**src/rtl/doorbell_pkg.sv**
```systemverilog
`timescale 1ns/1ps
package doorbell_pkg;
  localparam logic [15:0] OFF_PUT = 16'h0040;
  localparam logic [15:0] OFF_GET = 16'h0044;
  localparam logic [15:0] OFF_REF = 16'h0048;

  typedef enum logic [1:0] {RD_NONE, RD_PUT, RD_GET, RD_REF} rdSel_e;

  typedef struct packed {
    logic   accept;
    logic   putWrite;
    logic   ctxReq;
    logic   errSet;
    rdSel_e rdSel;
  } ctlStrobe_t;
endpackage

```
**src/rtl/doorbell_ctrl.sv**
```systemverilog
`timescale 1ns/1ps
module doorbell_ctrl
  import doorbell_pkg::*;
#(
  parameter int PAGE_BITS = 16,
  parameter int CHAN_W    = 5,
  localparam int ADDR_W   = PAGE_BITS + CHAN_W
) (
  input  logic              clk,
  input  logic              rstN,
  input  logic              busSel,
  input  logic              busWr,
  input  logic [ADDR_W-1:0] busAddr,
  input  logic              busReady,
  input  logic [CHAN_W-1:0] activeChan,
  input  logic              activeDma,
  output logic [CHAN_W-1:0] reqChan,
  output ctlStrobe_t        strb
);
  logic [PAGE_BITS-1:0] pageOff;

  assign reqChan = busAddr[PAGE_BITS +: CHAN_W];
  assign pageOff = busAddr[PAGE_BITS-1:0];

  always_comb begin
    strb          = '0;
    strb.rdSel    = RD_NONE;
    strb.accept   = busSel && !busReady;
    if (strb.accept) begin
      if (reqChan != activeChan) begin
        strb.ctxReq = 1'b1;
      end else if (!activeDma) begin
        strb.errSet = 1'b1;
      end else if (pageOff == PAGE_BITS'(OFF_PUT)) begin
        if (busWr) strb.putWrite = 1'b1;
        else       strb.rdSel    = RD_PUT;
      end else if (pageOff == PAGE_BITS'(OFF_GET)) begin
        if (!busWr) strb.rdSel = RD_GET;
      end else if (pageOff == PAGE_BITS'(OFF_REF)) begin
        if (!busWr) strb.rdSel = RD_REF;
      end else begin
        strb.errSet = 1'b1;
      end
    end
  end

  AST_ONE_OUTCOME: assert property (@(posedge clk) disable iff (!rstN)
    $onehot0({strb.putWrite, strb.ctxReq, strb.errSet}));
endmodule

```
**src/rtl/doorbell_dp.sv**
```systemverilog
`timescale 1ns/1ps
module doorbell_dp
  import doorbell_pkg::*;
#(
  parameter int DATA_W = 32,
  parameter int CHAN_W = 5
) (
  input  logic              clk,
  input  logic              rstN,
  input  ctlStrobe_t        strb,
  input  logic [CHAN_W-1:0] reqChan,
  input  logic [DATA_W-1:0] busWData,
  input  logic [DATA_W-1:0] engPut,
  input  logic [DATA_W-1:0] engGet,
  input  logic [DATA_W-1:0] engRef,
  output logic [DATA_W-1:0] busRData,
  output logic              busReady,
  output logic              putWrEn,
  output logic [DATA_W-1:0] putWrData,
  output logic              wakePulse,
  output logic              ctxSwReq,
  output logic [CHAN_W-1:0] ctxSwChan,
  output logic              errFlag
);
  logic [DATA_W-1:0] rdMux;

  always_comb begin
    case (strb.rdSel)
      RD_PUT:  rdMux = engPut;
      RD_GET:  rdMux = engGet;
      RD_REF:  rdMux = engRef;
      default: rdMux = '0;
    endcase
  end

  always_ff @(posedge clk) begin
    if (!rstN) begin
      busReady  <= 1'b0;
      busRData  <= '0;
      putWrEn   <= 1'b0;
      putWrData <= '0;
      wakePulse <= 1'b0;
      ctxSwReq  <= 1'b0;
      ctxSwChan <= '0;
      errFlag   <= 1'b0;
    end else begin
      busReady  <= strb.accept;
      putWrEn   <= strb.putWrite;
      wakePulse <= strb.putWrite;
      ctxSwReq  <= strb.ctxReq;
      errFlag   <= errFlag | strb.errSet;
      if (strb.accept)   busRData  <= rdMux;
      if (strb.putWrite) putWrData <= busWData;
      if (strb.ctxReq)   ctxSwChan <= reqChan;
    end
  end

  AST_ACCEPT_READY: assert property (@(posedge clk) disable iff (!rstN)
    strb.accept |=> busReady);
  AST_READY_PULSE: assert property (@(posedge clk) disable iff (!rstN)
    busReady |=> !busReady);
  AST_WAKE_WITH_PUT: assert property (@(posedge clk) disable iff (!rstN)
    wakePulse |-> (putWrEn && busReady));
  AST_WAKE_SINGLE: assert property (@(posedge clk) disable iff (!rstN)
    wakePulse |=> !wakePulse);
  AST_CTX_ZERO_DATA: assert property (@(posedge clk) disable iff (!rstN)
    ctxSwReq |-> (busReady && busRData == '0 && !putWrEn));
  AST_ERR_STICKY: assert property (@(posedge clk) disable iff (!rstN)
    errFlag |=> errFlag);
endmodule

```
**src/rtl/chan_doorbell_win.sv**
```systemverilog
`timescale 1ns/1ps
module chan_doorbell_win
  import doorbell_pkg::*;
#(
  parameter int DATA_W    = 32,
  parameter int PAGE_BITS = 16,
  parameter int CHAN_W    = 5,
  localparam int ADDR_W   = PAGE_BITS + CHAN_W
) (
  input  logic              clk,
  input  logic              rstN,
  input  logic              busSel,
  input  logic              busWr,
  input  logic [ADDR_W-1:0] busAddr,
  input  logic [DATA_W-1:0] busWData,
  output logic [DATA_W-1:0] busRData,
  output logic              busReady,
  input  logic [CHAN_W-1:0] activeChan,
  input  logic              activeDma,
  input  logic [DATA_W-1:0] engPut,
  input  logic [DATA_W-1:0] engGet,
  input  logic [DATA_W-1:0] engRef,
  output logic              putWrEn,
  output logic [DATA_W-1:0] putWrData,
  output logic              wakePulse,
  output logic              ctxSwReq,
  output logic [CHAN_W-1:0] ctxSwChan,
  output logic              errFlag
);
  ctlStrobe_t        strb;
  logic [CHAN_W-1:0] reqChan;

  doorbell_ctrl #(.PAGE_BITS(PAGE_BITS), .CHAN_W(CHAN_W)) uCtrl (
    .clk(clk), .rstN(rstN), .busSel(busSel), .busWr(busWr), .busAddr(busAddr),
    .busReady(busReady), .activeChan(activeChan), .activeDma(activeDma),
    .reqChan(reqChan), .strb(strb)
  );

  doorbell_dp #(.DATA_W(DATA_W), .CHAN_W(CHAN_W)) uDp (
    .clk(clk), .rstN(rstN), .strb(strb), .reqChan(reqChan), .busWData(busWData),
    .engPut(engPut), .engGet(engGet), .engRef(engRef), .busRData(busRData),
    .busReady(busReady), .putWrEn(putWrEn), .putWrData(putWrData),
    .wakePulse(wakePulse), .ctxSwReq(ctxSwReq), .ctxSwChan(ctxSwChan),
    .errFlag(errFlag)
  );
endmodule

```
**config.mk**
```make
export PLATFORM = sky130hd
export DESIGN_NAME = chan_doorbell_win
export DESIGN_NICKNAME = d
export VERILOG_FILES = /design/src/rtl/doorbell_pkg.sv /design/src/rtl/doorbell_ctrl.sv /design/src/rtl/doorbell_dp.sv /design/src/rtl/chan_doorbell_win.sv
export SDC_FILE = /design/constraint.sdc
export NUM_CORES = 1
export LEC_CHECK = 0
export ABC_AREA = 0
export ABC_CLOCK_PERIOD_IN_PS = 2290
export BUFFER_PORTS_ARGS = -buffer_cell sky130_fd_sc_hd__buf_4
export CAP_MARGIN = 10
export CORE_ASPECT_RATIO = 0.9
export CORE_MARGIN = 4
export CORE_UTILIZATION = 45
export CTS_BUF_LIST = sky130_fd_sc_hd__clkbuf_2 sky130_fd_sc_hd__clkbuf_4 sky130_fd_sc_hd__clkbuf_8
export DETAILED_ROUTE_END_ITERATION = 10
export PLACE_DENSITY_LB_ADDON = 0.05
export RECOVER_POWER = 25
export SYNTH_ARGS = -nofsm -noshare
export SYNTH_HDL_FRONTEND = slang
export SYNTH_SLANG_ARGS = --single-unit
```
**constraint.sdc**
```tcl
create_clock -name clk -period 2.29 [get_ports clk]
set_clock_uncertainty 0.2 [all_clocks]
set_input_delay 0.458 -clock clk [delete_from_list [all_inputs] [get_ports clk]]
set_output_delay 0.458 -clock clk [all_outputs]
set_load 0.005 [all_outputs]
```
==> results of run 1 <==
[Yosys cell counts]
master	n
sky130_fd_sc_hd__a21boi_0	2
sky130_fd_sc_hd__a21boi_1	30
sky130_fd_sc_hd__a21oi_1	1
sky130_fd_sc_hd__a22o_1	33
sky130_fd_sc_hd__and2_1	1
sky130_fd_sc_hd__and2b_1	1
sky130_fd_sc_hd__and3_1	1
sky130_fd_sc_hd__and4_1	3
sky130_fd_sc_hd__and4bb_2	1
sky130_fd_sc_hd__buf_12	3
sky130_fd_sc_hd__buf_2	13
sky130_fd_sc_hd__buf_4	6
sky130_fd_sc_hd__buf_6	6
sky130_fd_sc_hd__clkbuf_1	8
sky130_fd_sc_hd__clkbuf_8	9
sky130_fd_sc_hd__dfxtp_1	73
sky130_fd_sc_hd__dlymetal6s2s_1	1
sky130_fd_sc_hd__inv_1	1
sky130_fd_sc_hd__mux2i_1	37
sky130_fd_sc_hd__nand2_1	11
sky130_fd_sc_hd__nand2b_1	1
sky130_fd_sc_hd__nand3_1	1
sky130_fd_sc_hd__nand3b_1	1
sky130_fd_sc_hd__nand3b_4	1
sky130_fd_sc_hd__nand4_1	34
sky130_fd_sc_hd__nand4_4	1
sky130_fd_sc_hd__nor2_1	2
sky130_fd_sc_hd__nor3_2	2
sky130_fd_sc_hd__nor3_4	1
sky130_fd_sc_hd__nor3b_2	1
sky130_fd_sc_hd__nor4_4	2
sky130_fd_sc_hd__o21a_1	1
sky130_fd_sc_hd__o2bb2ai_1	32
sky130_fd_sc_hd__o31ai_1	32
sky130_fd_sc_hd__or3_1	1
sky130_fd_sc_hd__xnor2_1	5
sky130_fd_sc_hd__xor2_1	1
[power by group through the flow]
| stage | Combinational, W | Sequential [W] | Clock (W) |
|---|---|---|---|
| 3_5_place_dp | 0.000417 | 0.00131 | 0 |
| 3_3_place_gp | 0.000410 | 0.00131 | 0 |
| 6_report | 0.000411 | 0.00128 | 0.00112 |
| 4_1_cts | 0.000418 | 0.00128 | 0.00114 |
| 5_1_grt | 0.000442 | 0.00128 | 0.00119 |
| 2_1_floorplan | 0.000164 | 0.00131 | 0 |
[worst max-delay path: stages]
cell,delay [ns]
sky130_fd_sc_hd__buf_4,0.12
sky130_fd_sc_hd__nor4_4,0.34
sky130_fd_sc_hd__nand4_4,0.29
sky130_fd_sc_hd__buf_4,0.30
sky130_fd_sc_hd__o31ai_1,0.27
sky130_fd_sc_hd__a21boi_0,0.12
[cells in the final DEF, fill, tap and decap left out, types with 2 or more instances in the layout]
cell and count:
sky130_fd_sc_hd__nor3_4 2, sky130_fd_sc_hd__nand3b_1 2, sky130_fd_sc_hd__clkbuf_4 24, sky130_fd_sc_hd__clkbuf_1 11, sky130_fd_sc_hd__dfxtp_1 73, sky130_fd_sc_hd__mux2i_1 37
sky130_fd_sc_hd__bufinv_16 2, sky130_fd_sc_hd__a21boi_0 2, sky130_fd_sc_hd__xnor2_1 5, sky130_fd_sc_hd__a22o_1 33, sky130_fd_sc_hd__a21boi_1 30, sky130_fd_sc_hd__o31ai_1 32
sky130_fd_sc_hd__buf_4 209, sky130_fd_sc_hd__and4_1 3, sky130_fd_sc_hd__clkinv_2 2, sky130_fd_sc_hd__nor2_1 2, sky130_fd_sc_hd__clkbuf_8 9, sky130_fd_sc_hd__nand4_1 34
sky130_fd_sc_hd__nand2_1 11, sky130_fd_sc_hd__nor4_4 2, sky130_fd_sc_hd__clkinvlp_4 2, sky130_fd_sc_hd__buf_12 3, sky130_fd_sc_hd__o2bb2ai_1 32
[per-layer routing]
metal  GRT usage [%]  share of wire (%)
met2            39.2                 52
met3            8.87                9.1
met1            26.5                 38
met5               0                  0
met4            6.23               0.83
[through the flow]
stage	instance area [um2]	setup slack, ns	total power (W)	util [%]	hold slack (ns)
floorplan	3830	0.489	0.00148	-	0.251
global placement	5470	0.149	0.00172	66.8	0.246
detailed placement	5470	0.0744	0.00173	66.8	0.250
CTS	5690	0.449	0.00284	69.5	0.158
global route	5630	0.276	0.00292	68.8	0.154
finish	5630	0.400	0.00281	68.8	0.179
[logic make-up (layout without fill, tap and decap cells)]
group | Yosys count | in the layout
AO/OA/AOI/OAI | 131 | 131
XOR/XNOR | 6 | 6
buffers and inverters | 47 | 264
flip-flops | 73 | 73
multiplexers | 37 | 37
AND/OR/NAND/NOR | 66 | 66
[final cells by class]
| cell class | instances | area share (%) |
|---|---|---|
| inverters | 1 | 0.0666 |
| multi-input cells | 240 | 34.7 |
| clock inverters | 7 | 1.67 |
| well taps | 115 | 2.55 |
| clock buffers | 9 | 2.20 |
| flip-flops and latches | 73 | 25.9 |
| repair buffers | 247 | 32.8 |
[state kept, by name, indices dropped and copies added (netlist names)]
name           flops
uDp.busRData      32
uDp.putWrEn        1
uDp.putWrData     32
uDp.ctxSwChan      5
uDp.ctxSwReq       1
uDp.busReady       1
uDp.errFlag        1
[worst paths after layout]
| kind | to | slack (ns) |
|---|---|---|
| max reg2reg | uDp.busRData[1] | 0.54 |
| min | uDp.putWrData[11] | 0.18 |
| min reg2reg | uDp.ctxSwChan[4] | 0.27 |
| max | uDp.putWrData[31] | 0.40 |
==> summary.log, run 1 <==
qor: final_layout.num_antenna_cells 0
qor: timing.report.final.slew_viol_count 0
qor: pwr.p_leak 2.47 nW
qor: timing.final-setup-viol-count 0
qor: timing.grt_setup_unrepaired no
qor: cts.cts-hold-fix-buffers 0
qor: logic_synthesis.library_cell_with_the_largest_summed_area_after_synthesis sky130_fd_sc_hd__dfxtp_1
qor: global_routing.globalRouteTotalUtil 22.8%
qor: logic_synthesis.synth_top_cell_area_share 38.1%
qor: logic_synthesis.synth.net_count 519
qor: job.max_cap_violations 0
qor: min_path.timing.hold.worst.class input pin to flop
qor: critical_path.critical_path.max_fanout 20
qor: pwr.combPwrFrac 14.6%
qor: logic_synthesis.synthTopCellsByArea sky130_fd_sc_hd__dfxtp_1 (38%), sky130_fd_sc_hd__mux2i_1 (9.7%), sky130_fd_sc_hd__a22o_1 (7.5%), sky130_fd_sc_hd__o2bb2ai_1 (7.3%), sky130_fd_sc_hd__o31ai_1 (6.3%)
qor: logic_synthesis.ys_seq_elements 73
qor: critical_path.crit_type input pin to flop
qor: drt.wire_per_inst 17.7 um
qor: timing.finalCritPeriodShare 82.6%
qor: pwr.clockPowerShare 39.8%
qor: floorplan.floorplan.initialDensity 46.8%
qor: logic_synthesis.postSynthAreaPerCell 10.6 um2
qor: timing.period_minus_slack 1.89 ns
qor: floorplan.core_area 8180 um2
qor: logic_synthesis.synth_seq_area_share 38.1%
qor: cts.cts_root_buf sky130_fd_sc_hd__clkbuf_8
qor: pwr.p_sw 0.000671 W
qor: timing.max-slew-margin-rel 64.1%
qor: cts.number_of_resized_instances_in_the_post_cts_repair_step 0
qor: logic_synthesis.synthesis.area 3830 um2
qor: drt.drt-vias-per-instance 5.46
qor: final_layout.register_area 1460 um2
qor: global_routing.number_of_antenna_violations_at_the_first_check_in_global_routing 0
qor: logic_synthesis.synthAdderAreaFrac 0%
qor: final_layout.filler_cell_count 663
qor: min_path.holdCritStartpoint busWData[11]
qor: pwr.power.share.sequential 45.6%
qor: drt.wl 12200 um
qor: cts.cts_made_buffers 9
qor: min_path.hold-path-cell-count 3
qor: drt.dr.pass1.iters 5
qor: placed_design.dp.final_hpwl 9280 um
qor: final_layout.instances_no_fill 692
qor: cts.cts_htree_levels 3
qor: logic_synthesis.main_combinational_cell_family_by_area_after_synthesis compound AO/OA/AOI/OAI gates
qor: cts.postCtsSetupBuffers 0
qor: floorplan.core.rowCount 31
qor: floorplan.dieHeight 95.6 um
qor: pwr.cellInternalPower 0.00214 W
qor: status.run_status complete, no violations
qor: placed_design.final_gp_congestion 0.795
qor: cts.clock_sinks 73
qor: critical_path.critPathCaptureType flop
qor: drt.drt-initial-drc-count 163
qor: logic_synthesis.gate_count_post_synth 360
qor: floorplan.die-area 10100 um2
qor: logic_synthesis.yosysUniqueCellTypes 37
qor: timing.fin_tns_setup 0 ns
qor: logic_synthesis.synth-xor-area-share 1.37%
qor: critical_path.crit_start busAddr[14]
qor: final_layout.syn2layout_area_growth 47.0%
qor: critical_path.reg2reg_from uDp.busReady
qor: global_routing.first_global_vias 3667
qor: floorplan.ios 233
qor: pwr.irDropWorstVdd 0.000460 V
qor: drt.detail_route.drc_violations 0
qor: critical_path.timing.reg2reg.worst_path_depth 5
qor: critical_path.worst_ep_arrival_time 1.91 ns
qor: final_layout.multi_input_comb_area 1960 um2
qor: cts.clk_transition_reported_paths 0.08 ns
qor: logic_synthesis.synth_mux_area_share 9.66%
qor: cts.tritoncts_clock_tree done
qor: global_routing.global_route_wire_length_before_repair 18500 um
qor: timing.timing.final.hold_violations 0
qor: drt.postRouteAntennaNets 0
qor: global_routing.grt_start_max_net_pins 33
qor: drt.vias 3776
qor: final_layout.nNetsFinal 731
qor: floorplan.fp.dieW 105 um
qor: global_routing.grt_overflow 0
qor: pwr.powerDensity 499 nW/um2
qor: logic_synthesis.yosysWarnings 0
qor: pwr.switching_share 23.9%
qor: placed_design.place.port_buffers 232
qor: cts.ctsLongestPathBuffers 2
qor: critical_path.critical_path_required 2.31 ns
qor: placed_design.place.detailed.instances 676
qor: final_layout.post_route_cells_drive_above_1_share 45.1%
qor: critical_path.critical_path.startpoint_type input pin
qor: logic_synthesis.synthSimpleGateAreaFrac 12.5%
qor: timing.tightestPinTransition 0.539 ns
qor: logic_synthesis.synth_compound_gate_area_share 27.7%
qor: cts.clkLatencyLatePin 0.34 ns
qor: timing.fmax 0.529 GHz
No activity file was read; power rests on OpenSTA's default activity.
==> run 2: changes to the inputs <==
- ABC_CLOCK_PERIOD_IN_PS: 2290 -> 1800
- clock period: 2.29 -> 1.8 ns (I/O delays scaled with it)
==> run 2 against run 1 <==
Against the previous run:
- core utilization up 2.2 points
- routed wire length down 2.0%
- sequential power up 27%
- final area up 3.2%
- sequential cell count unchanged
- critical path depth up 1
- via count about the same
- power up 30%
- combinational power up 34%
- sequential share of layout area down 0.80 points
- count of clock-buffer cells in the layout up 2
- highest routed layer unchanged
==> summary.log, run 2 (synthesized netlist as in run 1, its figures left out) <==
qor: floorplan.core.rowCount 31 [unchanged]
qor: floorplan.core_area 8180 um2 [unchanged]
qor: timing.post_route_worst_hold_slack 0.0813 ns [-0.0973 ns]
qor: global_routing.globalRouteTotalUtil 22.7% [-0.059 points]
qor: cts.tritoncts_clock_tree done
qor: final_layout.filler_cell_count 641 [-3.3%]
qor: timing.period_minus_slack 1.67 ns
qor: final_layout.most-common-layout-cells sky130_fd_sc_hd__buf_4 (217), sky130_fd_sc_hd__dfxtp_1 (73), sky130_fd_sc_hd__mux2i_1 (37), sky130_fd_sc_hd__nand4_1 (34), sky130_fd_sc_hd__a22o_1 (33)
qor: drt.vias 3773 [-0.079%]
qor: drt.postRouteAntennaNets 0 [unchanged]
qor: critical_path.critPathCaptureType flop
qor: floorplan.floorplan.initialDensity 46.8% [unchanged]
qor: placed_design.preCtsSetupSlack -0.255 ns [-0.329 ns]
qor: floorplan.ios 233 [unchanged]
qor: critical_path.reg2reg_from uDp.busReady
qor: critical_path.critical_path.most_common_cell sky130_fd_sc_hd__buf_4
qor: critical_path.reg2reg_slack 0.19 ns [-0.35 ns]
qor: min_path.holdPathEnd uDp.putWrData[26]
qor: cts.clock_sinks 73 [unchanged]
qor: timing.tightestPinTransition 0.311 ns [-0.228 ns]
qor: final_layout.num_antenna_cells 0 [unchanged]
qor: pwr.powerDensity 626 nW/um2 [+26%]
qor: cts.cts_made_buffers 9 [unchanged]
qor: pwr.irDropWorstVdd 0.000421 V [-8.5%]
qor: critical_path.critical_path.max_fanout 32 [+60%]
qor: global_routing.number_of_antenna_violations_at_the_first_check_in_global_routing 0 [unchanged]
qor: critical_path.critical_path.n_buffers_inverters 3 [+1]
qor: drt.drt-vias-per-instance 5.35 [-1.9%]
qor: timing.finalCritPeriodShare 92.7%
qor: timing.final-setup-viol-count 0 [unchanged]
qor: floorplan.fp.dieW 105 um [unchanged]
qor: floorplan.dieHeight 95.6 um [unchanged]
qor: placed_design.final_gp_congestion 0.821 [+3.2%]
qor: pwr.power.total 0.00364 W [+30%]
qor: timing.timing.final.hold_violations 0 [unchanged]
qor: floorplan.die-area 10100 um2 [unchanged]
qor: critical_path.worst_ep_arrival_time 1.74 ns [-0.17 ns]
qor: cts.clk_transition_reported_paths 0.08 ns [about the same]
qor: drt.dr.pass1.iters 5 [unchanged]
qor: critical_path.critical_path.startpoint_type input pin
qor: placed_design.place.port_buffers 232 [unchanged]
qor: final_layout.nNetsFinal 744 [+1.8%]
qor: pwr.combPwrFrac 15.1% [+0.5 points]
qor: placed_design.placed_cell_area 5600 um2 [+2.4%]
qor: min_path.holdCritStartpoint busWData[26]
qor: job.max_cap_violations 0 [unchanged]
qor: cts.cts_htree_levels 3 [unchanged]
qor: final_layout.syn2layout_area_growth 51.7%
qor: min_path.timing.hold.worst.class input pin to flop
qor: cts.clkLatencyLatePin 0.33 ns [about the same]
qor: cts.postCtsSetupBuffers 0 [unchanged]
qor: timing.report.final.slew_viol_count 0 [unchanged]
qor: global_routing.global_route_wire_length_before_repair 18400 um [-0.15%]
qor: critical_path.timing.reg2reg.worst_path_depth 5 [unchanged]
qor: critical_path.crit_path_top_delay_cell sky130_fd_sc_hd__nor4_4
qor: cts.cts-hold-fix-buffers 0 [unchanged]
qor: timing.grt_setup_unrepaired no
qor: drt.drt-initial-drc-count 126 [-23%]
qor: drt.wire_per_inst 17.0 um [-3.8%]
qor: global_routing.grt_overflow 0 [unchanged]
qor: critical_path.cpPeakStageDelay 0.33 ns [about the same]
qor: pwr.switching_share 22.7% [-1.2 points]
qor: min_path.hold-path-cell-count 3 [unchanged]
qor: timing.postLayoutSetupSlackWorst 0.132 ns [-0.267 ns]
qor: drt.detail_route.drc_violations 0 [unchanged]
qor: global_routing.grt_start_max_net_pins 33 [unchanged]
qor: pwr.cellInternalPower 0.00281 W [+32%]
qor: cts.cts_root_buf sky130_fd_sc_hd__clkbuf_8
qor: final_layout.layout.cell_area.non_filler 5810 um2 [+3.2%]
qor: placed_design.dp.final_hpwl 9300 um [+0.27%]
qor: drt.wl 12000 um [-2.0%]
qor: status.run_status complete, no violations
qor: cts.number_of_resized_instances_in_the_post_cts_repair_step 0 [unchanged]
qor: timing.max-slew-margin-rel 79.3% [+15 points]
qor: final_layout.biggestRegsByFlops uDp.busRData x32, uDp.putWrData x32, uDp.ctxSwChan x5
qor: cts.ctsLongestPathBuffers 2 [unchanged]
qor: critical_path.r2r-end uDp.busRData[23]
qor: critical_path.critical_path_required 1.88 ns [-0.43 ns]
qor: pwr.clockPowerShare 40.1% [+0.3 points]
qor: critical_path.crit_family simple AND/OR/NAND/NOR gates
qor: pwr.power.share.sequential 44.8% [-0.8 points]
qor: pwr.p_leak 2.57 nW [+4.0%]
qor: critical_path.cp_cell_sequence buf_4 > nor4_4 > nand4_4 > buf_4 > nor3_4 > buf_12 > a22o_1
qor: final_layout.layout.cells.most_common sky130_fd_sc_hd__buf_4
qor: final_layout.post_route_cells_drive_above_1_share 46.6% [+1.5 points]
qor: global_routing.first_global_vias 3718 [+1.4%]
qor: timing.fmax 0.600 GHz
qor: pwr.p_sw 0.000825 W [+23%]
qor: critical_path.crit_type input pin to flop
==> run 2: cell type report <==
type                    instances  area (um2)  area share (%)
repair buffers                260        2020            34.7
multi-input cells             240        1960            33.7
flip-flops and latches         73        1460            25.1
clock buffers                  11         151            2.60
well taps                     115         144            2.48
clock inverters                 5        77.6            1.33
inverters                       1        3.75          0.0646
==> run 2: worst max-delay path by stage <==
stage,depth (start not counted),startpoint,end
after floorplan,6,busAddr[3],uDp.putWrData[10]
after global placement,6,busAddr[14],uDp.putWrData[31]
after detailed placement,6,busAddr[14],uDp.putWrData[13]
after CTS,6,busAddr[14],uDp.putWrData[13]
after global routing,5,uDp.busReady,uDp.putWrData[31]
final,7,busAddr[14],uDp.busRData[17]
==> run 2: metrics by stage <==
step | TNS [ns] | cells | util (%)
after floorplan | 0 | 360 | -
after global placement | -6.92 | 685 | 68.4
after detailed placement | -10.70 | 685 | 68.4
after CTS | 0 | 701 | 71.2
after global routing | 0 | 705 | 71.0
final | 0 | 705 | 71.0
==> run 2: worst min-delay path, delay by kind of cell <==
| kind | cells | cell delay [ns] |
|---|---|---|
| AO/OA/AOI/OAI | 1 | 0.05 |
| AND/OR/NAND/NOR | 1 | 0.05 |
| buffers and inverters | 1 | 0.11 |
==> run 2: layer usage <==
layer | vias up | global-route usage, % | wire, um
met4 | 0 | 5.14 | 64
met1 | 1747 | 26.5 | 4460
met3 | 7 | 8.73 | 1160
li1 | 1857 | - | -
met2 | 162 | 39.7 | 6290
met5 | - | 0 | 0
==> run 2: power by group through the flow <==
stage	logic, W	clock network (W)	registers (W)
global placement	0.000547	0	0.00167
CTS	0.000557	0.00150	0.00163
detailed placement	0.000557	0	0.00167
global route	0.000593	0.00156	0.00163
floorplan	0.000209	0	0.00167
finish	0.000550	0.00146	0.00163
==> run 3: changes to the inputs <==
- CORE_UTILIZATION: 45 -> 43
- GPL_ROUTABILITY_DRIVEN: unset -> 1
- SYNTH_HIERARCHICAL: unset -> 1
==> run 3 against run 2 <==
Against the previous run:
- the flow now finishes with violations (setup timing)
- register-to-register slack worse by 0.69 ns
- sequential share of layout area down 1.7 points
- combinational power rose by 13%
- final area rose by 7.2%
- via count decreased by 1.7%
- synthesized cell count increased by 3.9%
- fmax is 27% lower
- highest routed layer unchanged
==> summary.log, run 3 <==
qor: global_routing.globalRouteTotalUtil 24.7% [+2.1 points]
qor: logic_synthesis.synth.most_common_cell sky130_fd_sc_hd__dfxtp_1
qor: drt.drt-vias-per-instance 5.12 [-4.4%]
qor: critical_path.critical_path.max_fanout 5 [-84%]
qor: placed_design.final_gp_congestion 0.767 [-6.5%]
qor: timing.finalCritPeriodShare 128% [+35 points]
qor: cts.clock_sinks 73 [unchanged]
qor: logic_synthesis.gate_count_post_synth 374 [+3.9%]
qor: timing.final-setup-viol-count 71 [+71]
qor: logic_synthesis.yosys_most_used_dff sky130_fd_sc_hd__dfxtp_1
qor: global_routing.first_global_vias 3732 [+0.38%]
qor: logic_synthesis.synthesis.area 3470 um2 [-9.5%]
qor: critical_path.critical_path_required 1.87 ns [about the same]
qor: critical_path.r2r-end uDp/busRData[1]
qor: floorplan.fp.dieW 103 um [-2.5%]
qor: final_layout.syn2layout_area_growth 79.7%
qor: min_path.holdCritStartpoint busWData[31]
qor: drt.postRouteAntennaNets 0 [unchanged]
qor: critical_path.cpPeakStageDelay 0.40 ns [+0.07 ns]
qor: final_layout.num_antenna_cells 0 [unchanged]
qor: cts.tritoncts_clock_tree done
qor: min_path.timing.hold.worst.class input pin to flop
qor: logic_synthesis.synthTopCellsByArea sky130_fd_sc_hd__dfxtp_1 (42%), sky130_fd_sc_hd__mux2i_1 (11%), sky130_fd_sc_hd__nand2_1 (6.9%), sky130_fd_sc_hd__nor2b_1 (6.9%), sky130_fd_sc_hd__mux2_2 (6.2%)
qor: global_routing.grt_start_max_net_pins 67 [+100%]
qor: drt.drt-initial-drc-count 102 [-19%]
qor: cts.cts_htree_levels 3 [unchanged]
qor: floorplan.ios 233 [unchanged]
qor: timing.timing.final.hold_violations 0 [unchanged]
qor: final_layout.fin_util 81.0% [+9.9 points]
qor: pwr.p_leak 2.70 nW [+5.1%]
qor: cts.ctsLongestPathBuffers 2 [unchanged]
qor: critical_path.worst_ep_arrival_time 2.36 ns [+0.62 ns]
qor: global_routing.number_of_antenna_violations_at_the_first_check_in_global_routing 0 [unchanged]
qor: logic_synthesis.ys_seq_elements 73 [unchanged]
qor: cts.cts_root_buf sky130_fd_sc_hd__clkbuf_8
qor: critical_path.critPathCaptureType flop
qor: timing.report.final.slew_viol_count 0 [unchanged]
qor: logic_synthesis.synth_top_cell_area_share 42.1% [+4.0 points]
qor: critical_path.timing.reg2reg.worst_path_depth 9 [+4]
qor: cts.clk_transition_reported_paths 0.08 ns [about the same]
qor: min_path.hold-path-cell-count 3 [unchanged]
qor: critical_path.critical_path.startpoint_type flop
qor: logic_synthesis.postSynth.asyncResetShare 0% [unchanged]
qor: logic_synthesis.yosysUniqueCellTypes 30 [-19%]
qor: timing.period_minus_slack 2.30 ns [+0.630 ns]
qor: floorplan.core_area 7690 um2 [-6.0%]
qor: final_layout.most-common-layout-cells sky130_fd_sc_hd__buf_4 (233), sky130_fd_sc_hd__dfxtp_1 (72), sky130_fd_sc_hd__nand2_1 (37), sky130_fd_sc_hd__nor2b_1 (37)
qor: logic_synthesis.postSynthAreaPerCell 9.27 um2 [-13%]
qor: global_routing.grt_overflow 0 [unchanged]
qor: logic_synthesis.synth.cells.most_frequent sky130_fd_sc_hd__dfxtp_1 (73), sky130_fd_sc_hd__nand2_1 (64), sky130_fd_sc_hd__nor2b_1 (38)
qor: job.max_cap_violations 0 [unchanged]
qor: logic_synthesis.synth.net_count 533 [+2.7%]
qor: placed_design.place.port_buffers 232 [unchanged]
qor: final_layout.instances_no_fill 725 [+2.8%]
qor: placed_design.place.detailed.instances 687 [+0.29%]
qor: drt.wl 12600 um [+5.2%]
qor: critical_path.crit_type flop to flop
qor: critical_path.reg2reg_slack -0.50 ns [-0.69 ns]
qor: logic_synthesis.yosysWarnings 6 [+6]
qor: drt.dr.pass1.iters 4 [-1]
qor: final_layout.layout.cell_area.non_filler 6230 um2 [+7.2%]
qor: timing.postLayoutSetupSlackWorst -0.498 ns [-0.630 ns]
qor: global_routing.global_route_wire_length_before_repair 18400 um [about the same]
qor: placed_design.dp.final_hpwl 8590 um [-7.7%]
qor: floorplan.core.rowCount 30 [-3.2%]
qor: floorplan.die-area 9570 um2 [-4.9%]
qor: status.violated_checks setup timing
qor: timing.tightestPinTransition 0.636 ns [+0.325 ns]
qor: status.run_status complete, but fails checks
qor: drt.detail_route.drc_violations 0 [unchanged]
qor: cts.cts_made_buffers 9 [unchanged]
qor: timing.grt_setup_unrepaired yes
qor: logic_synthesis.library_cell_with_the_largest_summed_area_after_synthesis sky130_fd_sc_hd__dfxtp_1
qor: placed_design.placed_cell_area 5390 um2 [-3.8%]
qor: cts.clkLatencyLatePin 0.34 ns [about the same]
qor: pwr.powerDensity 579 nW/um2 [-7.5%]
qor: final_layout.layout.cells.most_common sky130_fd_sc_hd__buf_4
qor: pwr.irDropWorstVdd 0.000460 V [+9.4%]
qor: logic_synthesis.number_of_enable_type_register_cells_in_the_synthesized_netlist 0 [unchanged]
qor: final_layout.nNetsFinal 783 [+5.2%]
qor: floorplan.floorplan.initialDensity 45.1% [-1.8 points]
qor: timing.max-slew-margin-rel 57.6% [-22 points]
qor: final_layout.biggestRegsByFlops uDp/busRData x32, uDp/putWrData x32, uDp/ctxSwChan x5
qor: timing.fmax 0.435 GHz [-27%]
qor: timing.fin_tns_setup -26.52 ns [-26.52 ns]
qor: floorplan.dieHeight 93.2 um [-2.5%]
qor: drt.vias 3709 [-1.7%]
qor: logic_synthesis.synth_seq_area_share 42.1% [+4.0 points]
qor: min_path.holdPathEnd uDp/putWrData[31]
qor: final_layout.post_route_cells_drive_above_1_share 57.1% [+10 points]
qor: critical_path.cp_cell_sequence nor2b_4 > or3b_4 > nor4b_4 > buf_4 > nor2b_4 > buf_12 > buf_12 > nand2_2 > a31oi_1
qor: critical_path.crit_path_top_delay_cell sky130_fd_sc_hd__or3b_4
qor: critical_path.reg2reg_from uDp/busReady
qor: drt.wire_per_inst 17.4 um [+2.3%]
qor: placed_design.preCtsSetupSlack -0.895 ns [-0.641 ns]
==> run 3: cell count changes after synthesis, moves of 31 or more <==
cell	before	now
sky130_fd_sc_hd__a22o_1	33	0
sky130_fd_sc_hd__a31oi_1	0	31
sky130_fd_sc_hd__nand2_1	11	64
sky130_fd_sc_hd__nand4_1	34	1
sky130_fd_sc_hd__nor2b_1	0	38
sky130_fd_sc_hd__o21ai_0	0	32
sky130_fd_sc_hd__o2bb2ai_1	32	0
sky130_fd_sc_hd__o31ai_1	32	0
==> run 3: how the worst max path moves through the flow <==
stage / from / slack (ns) / to / cells after the start
floorplan: activeChan[1] / -0.42 / uDp/busRData[10] / 8
global placement: busAddr[1] / -0.80 / uDp/busRData[19] / 10
detailed placement: busAddr[4] / -0.90 / uDp/busRData[13] / 9
CTS: uDp/busReady / -0.46 / uDp/busRData[26] / 9
global route: uDp/busReady / -0.59 / uDp/busRData[24] / 9
finish: uDp/busReady / -0.50 / uDp/busRData[1] / 9
==> run 3: routing by layer <==
layer / track usage, % / part of all wire [%] / vias to the layer above
li1: - / - / 1787
met1: 28.2 / 37 / 1735
met2: 42.9 / 50 / 164
met3: 8.95 / 11 / 23
met4: 7.43 / 2.1 / 0
met5: 0 / 0 / -
==> run 3: what timing repair did <==
action	4_1_cts	5_1_grt
buffers inserted	11	2
gates cloned	8	2
hold buffers	0	0
gates resized for setup	36	48
setup endpoints to repair	70	70
endpoints found under the hold margin	0	0
pin swaps	16	35
==> run 3: layout make-up <==
class	instances	area (um2)
clock buffers	11	145
clock inverters	5	55.1
fillers	507	1460
multi-input cells	263	2050
flip-flops and latches	73	1460
well taps	96	120
repair buffers	277	2390
==> run 3: through the flow <==
step / hold WS [ns] / power (W)
global placement: 0.246 / 0.00230
global route: 0.0686 / 0.00375
CTS: 0.0623 / 0.00362
detailed placement: 0.251 / 0.00232
floorplan: 0.251 / 0.00191
finish: 0.0701 / 0.00361
==> run 3: report_power, final <==
part / switching [W] / internal [W] / leakage [nW]
combinational: 0.000222 / 0.000396 / 2.00
clock: 0.000603 / 0.000689 / 0.0987
sequential: 0.0000282 / 0.00167 / 0.595
==> run 3: worst max-delay path, delay by kind of cell (launching register included) <==
family / cells / cell delay [ns]
compound gates: 1 / 0.18
buf+inv: 3 / 0.48
flops: 1 / 0.34
simple gates: 5 / 1.02
==> run 3: kinds of logic (layout without fill, tap and decap cells) <==
family	count (synthesis)	in the layout	share of synthesized area [%]
and+or+nand+nor	120	120	17.3
DFF	73	73	42.1
muxes	69	69	21.1
AOI/OAI and AO/OA	68	68	11.3
buffers and inverters	38	293	6.71
xor gates and xnor gates	6	6	1.52
